$ cat src/rtl/modem_line_pkg.sv
package modem_line_pkg;
  localparam int REG_AW = 2;
  localparam int REG_DW = 16;
  localparam int N_LVL  = 4;  // cts, dcd, ri, dsr
  localparam int N_EDG  = 2;  // cts, dcd

  localparam logic [REG_AW-1:0] ADDR_CTRL = 2'd0;
  localparam logic [REG_AW-1:0] ADDR_STAT = 2'd1;
  localparam logic [REG_AW-1:0] ADDR_IEN  = 2'd2;

  localparam int CTRL_DTR  = 0;
  localparam int CTRL_RTS  = 1;
  localparam int CTRL_LOOP = 2;

  localparam int STAT_LVL_LSB  = 0;
  localparam int STAT_EDG_LSB  = 4;
  localparam int STAT_MASK_LSB = 8;
  localparam int STAT_MODE_LSB = 10;

  typedef struct packed {
    logic loop;
    logic rts;
    logic dtr;
  } ctrl_t;
endpackage

$ cat src/rtl/modem_sync.sv
module modem_sync #(
  parameter int W      = 4,
  parameter int STAGES = 2
) (
  input  logic         clk_i,
  input  logic         rst_ni,
  input  logic [W-1:0] d_i,
  output logic [W-1:0] q_o
);
  logic [W-1:0] chain_q [STAGES];

  for (genvar s = 0; s < STAGES; s++) begin : g_stage
    if (s == 0) begin : g_first
      always_ff @(posedge clk_i or negedge rst_ni) begin
        if (!rst_ni) chain_q[0] <= '0;
        else         chain_q[0] <= d_i;
      end
    end else begin : g_next
      always_ff @(posedge clk_i or negedge rst_ni) begin
        if (!rst_ni) chain_q[s] <= '0;
        else         chain_q[s] <= chain_q[s-1];
      end
    end
  end

  assign q_o = chain_q[STAGES-1];
endmodule

$ cat src/rtl/modem_edge_cap.sv
module modem_edge_cap #(
  parameter int N       = 2,
  parameter int ARM_CYC = 3
) (
  input  logic         clk_i,
  input  logic         rst_ni,
  input  logic [N-1:0] lvl_i,
  input  logic [N-1:0] any_i,
  input  logic         clr_i,
  output logic [N-1:0] hit_o,
  output logic [N-1:0] stat_o
);
  localparam int CW = $clog2(ARM_CYC + 1);

  logic [CW-1:0] arm_q;
  logic          armed;
  logic [N-1:0]  prev_q;
  logic [N-1:0]  stat_q;

  assign armed = (arm_q == CW'(ARM_CYC));

  // hold off edge detection until the synchronizer holds real pin levels
  always_ff @(posedge clk_i or negedge rst_ni) begin
    if (!rst_ni)     arm_q <= '0;
    else if (!armed) arm_q <= arm_q + CW'(1);
  end

  always_ff @(posedge clk_i or negedge rst_ni) begin
    if (!rst_ni) prev_q <= '0;
    else         prev_q <= lvl_i;
  end

  for (genvar g = 0; g < N; g++) begin : g_line
    assign hit_o[g] = armed & (any_i[g] ? (lvl_i[g] ^ prev_q[g])
                                        : (lvl_i[g] & ~prev_q[g]));
    // new edge wins over a coincident clear
    always_ff @(posedge clk_i or negedge rst_ni) begin
      if (!rst_ni) stat_q[g] <= 1'b0;
      else         stat_q[g] <= (stat_q[g] & ~clr_i) | hit_o[g];
    end
  end

  assign stat_o = stat_q;
endmodule

$ cat src/rtl/modem_regs.sv
module modem_regs
  import modem_line_pkg::*;
(
  input  logic              clk_i,
  input  logic              rst_ni,
  input  logic              wr_i,
  input  logic              rd_i,
  input  logic [REG_AW-1:0] addr_i,
  input  logic [REG_DW-1:0] wdata_i,
  input  logic [N_LVL-1:0]  lvl_i,
  input  logic [N_EDG-1:0]  stat_i,
  output ctrl_t             ctrl_o,
  output logic [N_EDG-1:0]  mask_o,
  output logic [N_EDG-1:0]  mode_o,
  output logic              ien_o,
  output logic              clr_o,
  output logic [REG_DW-1:0] rdata_o
);
  ctrl_t             ctrl_q;
  logic [N_EDG-1:0]  mask_q;
  logic [N_EDG-1:0]  mode_q;
  logic              ien_q;

  always_ff @(posedge clk_i or negedge rst_ni) begin
    if (!rst_ni) begin
      ctrl_q <= '0;
      mask_q <= '0;
      mode_q <= '0;
      ien_q  <= 1'b0;
    end else if (wr_i) begin
      unique case (addr_i)
        ADDR_CTRL: begin
          ctrl_q.dtr  <= wdata_i[CTRL_DTR];
          ctrl_q.rts  <= wdata_i[CTRL_RTS];
          ctrl_q.loop <= wdata_i[CTRL_LOOP];
        end
        ADDR_STAT: begin
          mask_q <= wdata_i[STAT_MASK_LSB +: N_EDG];
          mode_q <= wdata_i[STAT_MODE_LSB +: N_EDG];
        end
        ADDR_IEN: ien_q <= wdata_i[0];
        default: ;
      endcase
    end
  end

  always_comb begin
    rdata_o = '0;
    unique case (addr_i)
      ADDR_CTRL: begin
        rdata_o[CTRL_DTR]  = ctrl_q.dtr;
        rdata_o[CTRL_RTS]  = ctrl_q.rts;
        rdata_o[CTRL_LOOP] = ctrl_q.loop;
      end
      ADDR_STAT: begin
        rdata_o[STAT_LVL_LSB  +: N_LVL] = lvl_i;
        rdata_o[STAT_EDG_LSB  +: N_EDG] = stat_i;
        rdata_o[STAT_MASK_LSB +: N_EDG] = mask_q;
        rdata_o[STAT_MODE_LSB +: N_EDG] = mode_q;
      end
      ADDR_IEN: rdata_o[0] = ien_q;
      default: ;
    endcase
  end

  assign clr_o  = rd_i & (addr_i == ADDR_STAT);
  assign ctrl_o = ctrl_q;
  assign mask_o = mask_q;
  assign mode_o = mode_q;
  assign ien_o  = ien_q;
endmodule

$ cat src/rtl/modem_line_ctl.sv
module modem_line_ctl
  import modem_line_pkg::*;
#(
  parameter int SYNC_STAGES = 2
) (
  input  logic              clk_i,
  input  logic              rst_ni,
  input  logic              reg_wr_i,
  input  logic              reg_rd_i,
  input  logic [REG_AW-1:0] reg_addr_i,
  input  logic [REG_DW-1:0] reg_wdata_i,
  output logic [REG_DW-1:0] reg_rdata_o,
  input  logic              ri_i,
  input  logic              cts_i,
  input  logic              dcd_i,
  input  logic              dsr_i,
  output logic              dtr_pin_o,
  output logic              rts_pin_o,
  input  logic              tx_data_i,
  input  logic              ser_in_i,
  output logic              ser_out_o,
  output logic              rx_data_o,
  output logic              ext_pend_o,
  output logic              ext_irq_o
);
  localparam int ARM_CYC = SYNC_STAGES + 1;

  logic [N_LVL-1:0] raw_lvl, sync_lvl;
  logic [N_EDG-1:0] edge_hit, edge_stat, edge_mask, edge_mode;
  logic             stat_clr, src_en;
  ctrl_t            ctrl;

  assign raw_lvl = {dsr_i, ri_i, dcd_i, cts_i};

  modem_sync #(.W(N_LVL), .STAGES(SYNC_STAGES)) i_sync (
    .clk_i (clk_i),
    .rst_ni(rst_ni),
    .d_i   (raw_lvl),
    .q_o   (sync_lvl)
  );

  modem_edge_cap #(.N(N_EDG), .ARM_CYC(ARM_CYC)) i_edge (
    .clk_i (clk_i),
    .rst_ni(rst_ni),
    .lvl_i (sync_lvl[N_EDG-1:0]),
    .any_i (edge_mode),
    .clr_i (stat_clr),
    .hit_o (edge_hit),
    .stat_o(edge_stat)
  );

  modem_regs i_regs (
    .clk_i  (clk_i),
    .rst_ni (rst_ni),
    .wr_i   (reg_wr_i),
    .rd_i   (reg_rd_i),
    .addr_i (reg_addr_i),
    .wdata_i(reg_wdata_i),
    .lvl_i  (sync_lvl),
    .stat_i (edge_stat),
    .ctrl_o (ctrl),
    .mask_o (edge_mask),
    .mode_o (edge_mode),
    .ien_o  (src_en),
    .clr_o  (stat_clr),
    .rdata_o(reg_rdata_o)
  );

  // pins are active low
  assign dtr_pin_o = ~ctrl.dtr;
  assign rts_pin_o = ~ctrl.rts;

  assign rx_data_o = ctrl.loop ? tx_data_i : ser_in_i;
  assign ser_out_o = ctrl.loop ? 1'b1      : tx_data_i;

  assign ext_pend_o = |(edge_stat & edge_mask);
  assign ext_irq_o  = ext_pend_o & src_en;
endmodule

$ cat config.mk
export PLATFORM = sky130hd
export DESIGN_NAME = modem_line_ctl
export DESIGN_NICKNAME = d
export VERILOG_FILES = /design/src/rtl/modem_line_pkg.sv /design/src/rtl/modem_sync.sv /design/src/rtl/modem_edge_cap.sv /design/src/rtl/modem_regs.sv /design/src/rtl/modem_line_ctl.sv
export SDC_FILE = /design/constraint.sdc
export NUM_CORES = 1
export LEC_CHECK = 0
export ABC_AREA = 0
export CORE_ASPECT_RATIO = 0.5
export CORE_MARGIN = 8
export CORE_UTILIZATION = 38
export CTS_BUF_LIST = sky130_fd_sc_hd__clkbuf_2 sky130_fd_sc_hd__clkbuf_4 sky130_fd_sc_hd__clkbuf_8
export CTS_CLUSTER_DIAMETER = 30
export DETAILED_ROUTE_END_ITERATION = 8
export PLACE_DENSITY_LB_ADDON = 0.1
export SYNTH_ARGS = -nofsm -noshare
export SYNTH_HDL_FRONTEND = slang
export SYNTH_HIERARCHICAL = 1
export SYNTH_SLANG_ARGS = --single-unit
$ cat constraint.sdc
create_clock -name clk_i -period 1.3 [get_ports clk_i]
set_input_delay 0.26 -clock clk_i [delete_from_list [all_inputs] [get_ports clk_i]]
set_output_delay 0.26 -clock clk_i [all_outputs]
set_load 0.02 [all_outputs]
==> impl_metrics.env <==
export IMPL_area_delta_synth_final_pct=51.14
export IMPL_syn_instance_count=81
export IMPL_num_fill_cells=217
export IMPL_critical_path_max_fanout=2
export IMPL_holdBufCountCts=0
export IMPL_most_common_layout_cells="dfrtp_1 (22), buf_6 (14), clkdlybuf4s50_1 (14)"
export IMPL_grt_overflow=0
export IMPL_drtIter0Drc=14
export IMPL_final_cell_count_no_fill=164
export IMPL_fin_ws_ps=-125.5
export IMPL_worstSetupStartpointType="flop"
export IMPL_totalWireLength_um=2304
export IMPL_die_x_um=90.16
export IMPL_ir_worst_vdd_v=0.0005204
export IMPL_drive_above_1_share=0.4724
export IMPL_place_inst=157
export IMPL_use_met1=0.1187
export IMPL_track_usage=0.1046
export IMPL_dr_pass1_iters=2
export IMPL_clock_latency_ps=260
export IMPL_grt_busiest_layer="met2"
export IMPL_path_class="flop to primary output"
export IMPL_ant_nets=0
export IMPL_grt_pass1_wl_um=3898
export IMPL_endpoint_kind="primary output"
export IMPL_grt_pass1_vias=790
export IMPL_rows=13
export IMPL_hpwlAfterDp_um=1797
export IMPL_port_buffers=34
export IMPL_setup_violations=7
export IMPL_grt_use_met2=0.1768
export IMPL_p_leak_nw=0.7446
export IMPL_htree_levels=1
export IMPL_violations="negative setup slack"
export IMPL_dieArea_mm2=0.004785
export IMPL_min_path_type="flop to flop"
export IMPL_crit_chain="a22o_1, and2_1, buf_6"
export IMPL_grt_max_degree=23
export IMPL_vias_per_cell=4.335
export IMPL_diodes=0
export IMPL_layout_commonest_cell="dfrtp_1"
export IMPL_drc=0
export IMPL_synth_warnings=6
export IMPL_slew_viol_final=0
export IMPL_drv_cap=0
export IMPL_path_clk_slew_ps=80
export IMPL_hold_viol_final=0
export IMPL_grt_use_met3=0.05634
export IMPL_fin_worst_skew_ps=2.131
export IMPL_place_congestion=0.7876
export IMPL_cts_sinks=22
export IMPL_period_share=1.097
export IMPL_cp_arrival_ps=1170
export IMPL_cts_tree="built"
export IMPL_synth_avg_cell_area_um2=12.90
export IMPL_routedWlPerCell_um=14.05
export IMPL_slowest_stage="dfrtp_1"
export IMPL_rsz0062_at_grt="true"
export IMPL_cpPeakStageDelay_ps=380
export IMPL_clockBufferDepth=2
export IMPL_initial_utilization=0.4014
export IMPL_nets=159
export IMPL_clock_root_buffer="clkbuf_8"
export IMPL_cp_required_ps=1040
export IMPL_core_region_area_mm2=0.002603
export IMPL_numCtsBuffers=3
export IMPL_die_y_um=53.08
export IMPL_ioPinCount=50
export IMPL_status="complete, but fails checks"
export IMPL_powerDensity_mw_per_mm2=1263
export IMPL_fin_hold_ws_ps=353.7
export IMPL_antenna_found_initial=0
export IMPL_vias=711
export IMPL_period_minus_slack_ps=1425
export IMPL_clock_fmax_ghz=0.7015
export IMPL_netlist_area_mm2=0.001045
==> power by group <==
group | switching (mW) | total, mW | internal (mW)
registers | 0.0438 | 0.798 | 0.755
logic | 0.242 | 0.561 | 0.319
clock network | 0.223 | 0.634 | 0.411
==> metrics by stage <==
step / worst slack (ps) / utilization / area (um2) / TNS [ps] / power [mW]
finish: -125.5 / 0.6067 / 1579 / -457.7 / 1.994
detailed placement: -768.1 / 0.5558 / 1446 / -11470 / 1.322
CTS: -137.3 / 0.5938 / 1545 / -492.7 / 2.003
global route: -164.9 / 0.6067 / 1579 / -910.8 / 2.102
floorplan: 68.66 / - / 1064 / 0 / 1.066
global placement: -755.7 / 0.5558 / 1446 / -11300 / 1.310
==> sequential cells by signal (all words and copies together), names as in the netlist <==
signal	cells
i_edge/arm_q	2
i_edge/prev_q	2
i_edge/stat_o	2
i_regs/ctrl_o	3
i_regs/ien_o	1
i_regs/mask_o	2
i_regs/mode_o	2
i_sync/chain_q	4
i_sync/q_o	4
==> worst max-delay path: cells and delay by family (launching register included) <==
| family | cells | cell delay [ps] |
|---|---|---|
| simple gates | 1 | 150 |
| compound gates | 1 | 250 |
| flops | 1 | 380 |
| buf+inv | 1 | 130 |
==> what timing repair did <==
| item | CTS | global route |
|---|---|---|
| hold endpoints to repair | 0 | 0 |
| pin swaps | 5 | 7 |
| buffers inserted | 2 | 1 |
| gates resized for setup | 102 | 10 |
| endpoints found under the setup margin | 20 | 20 |
==> metal layers <==
layer	part of all wire	wire, um	vias up
li1	-	-	345
met1	0.44	1022	338
met2	0.47	1080	26
met3	0.084	193	2
met4	0.0035	8	0
met5	0	0	-
==> area by class of cell <==
class	count	area, um2	area share
inverters	5	18.77	0.01189
clock inverters	1	30.03	0.01902
repair buffers	48	445.4	0.2821
well taps	37	46.29	0.02932
clock buffers	3	41.29	0.02615
multi-input cells	48	446.7	0.2829
flip-flops and latches	22	550.5	0.3487
==> worst paths after layout <==
kind                            slack, ps  depth (start not counted)         startpoint               end
worst min register to register        350                          0  i_sync/chain_q[7]     i_sync/q_o[3]
worst min-delay path                  350                          0  i_sync/chain_q[7]     i_sync/q_o[3]
max in group asynchronous             720                          2             rst_ni  i_regs/ctrl_o[2]
worst max register to register         20                          4      i_sync/q_o[0]  i_edge/stat_o[0]
worst max-delay path                 -130                          3   i_edge/stat_o[0]         ext_irq_o
min in group asynchronous             360                          2             rst_ni   i_edge/arm_q[1]
(Power assumes the default switching activity.)
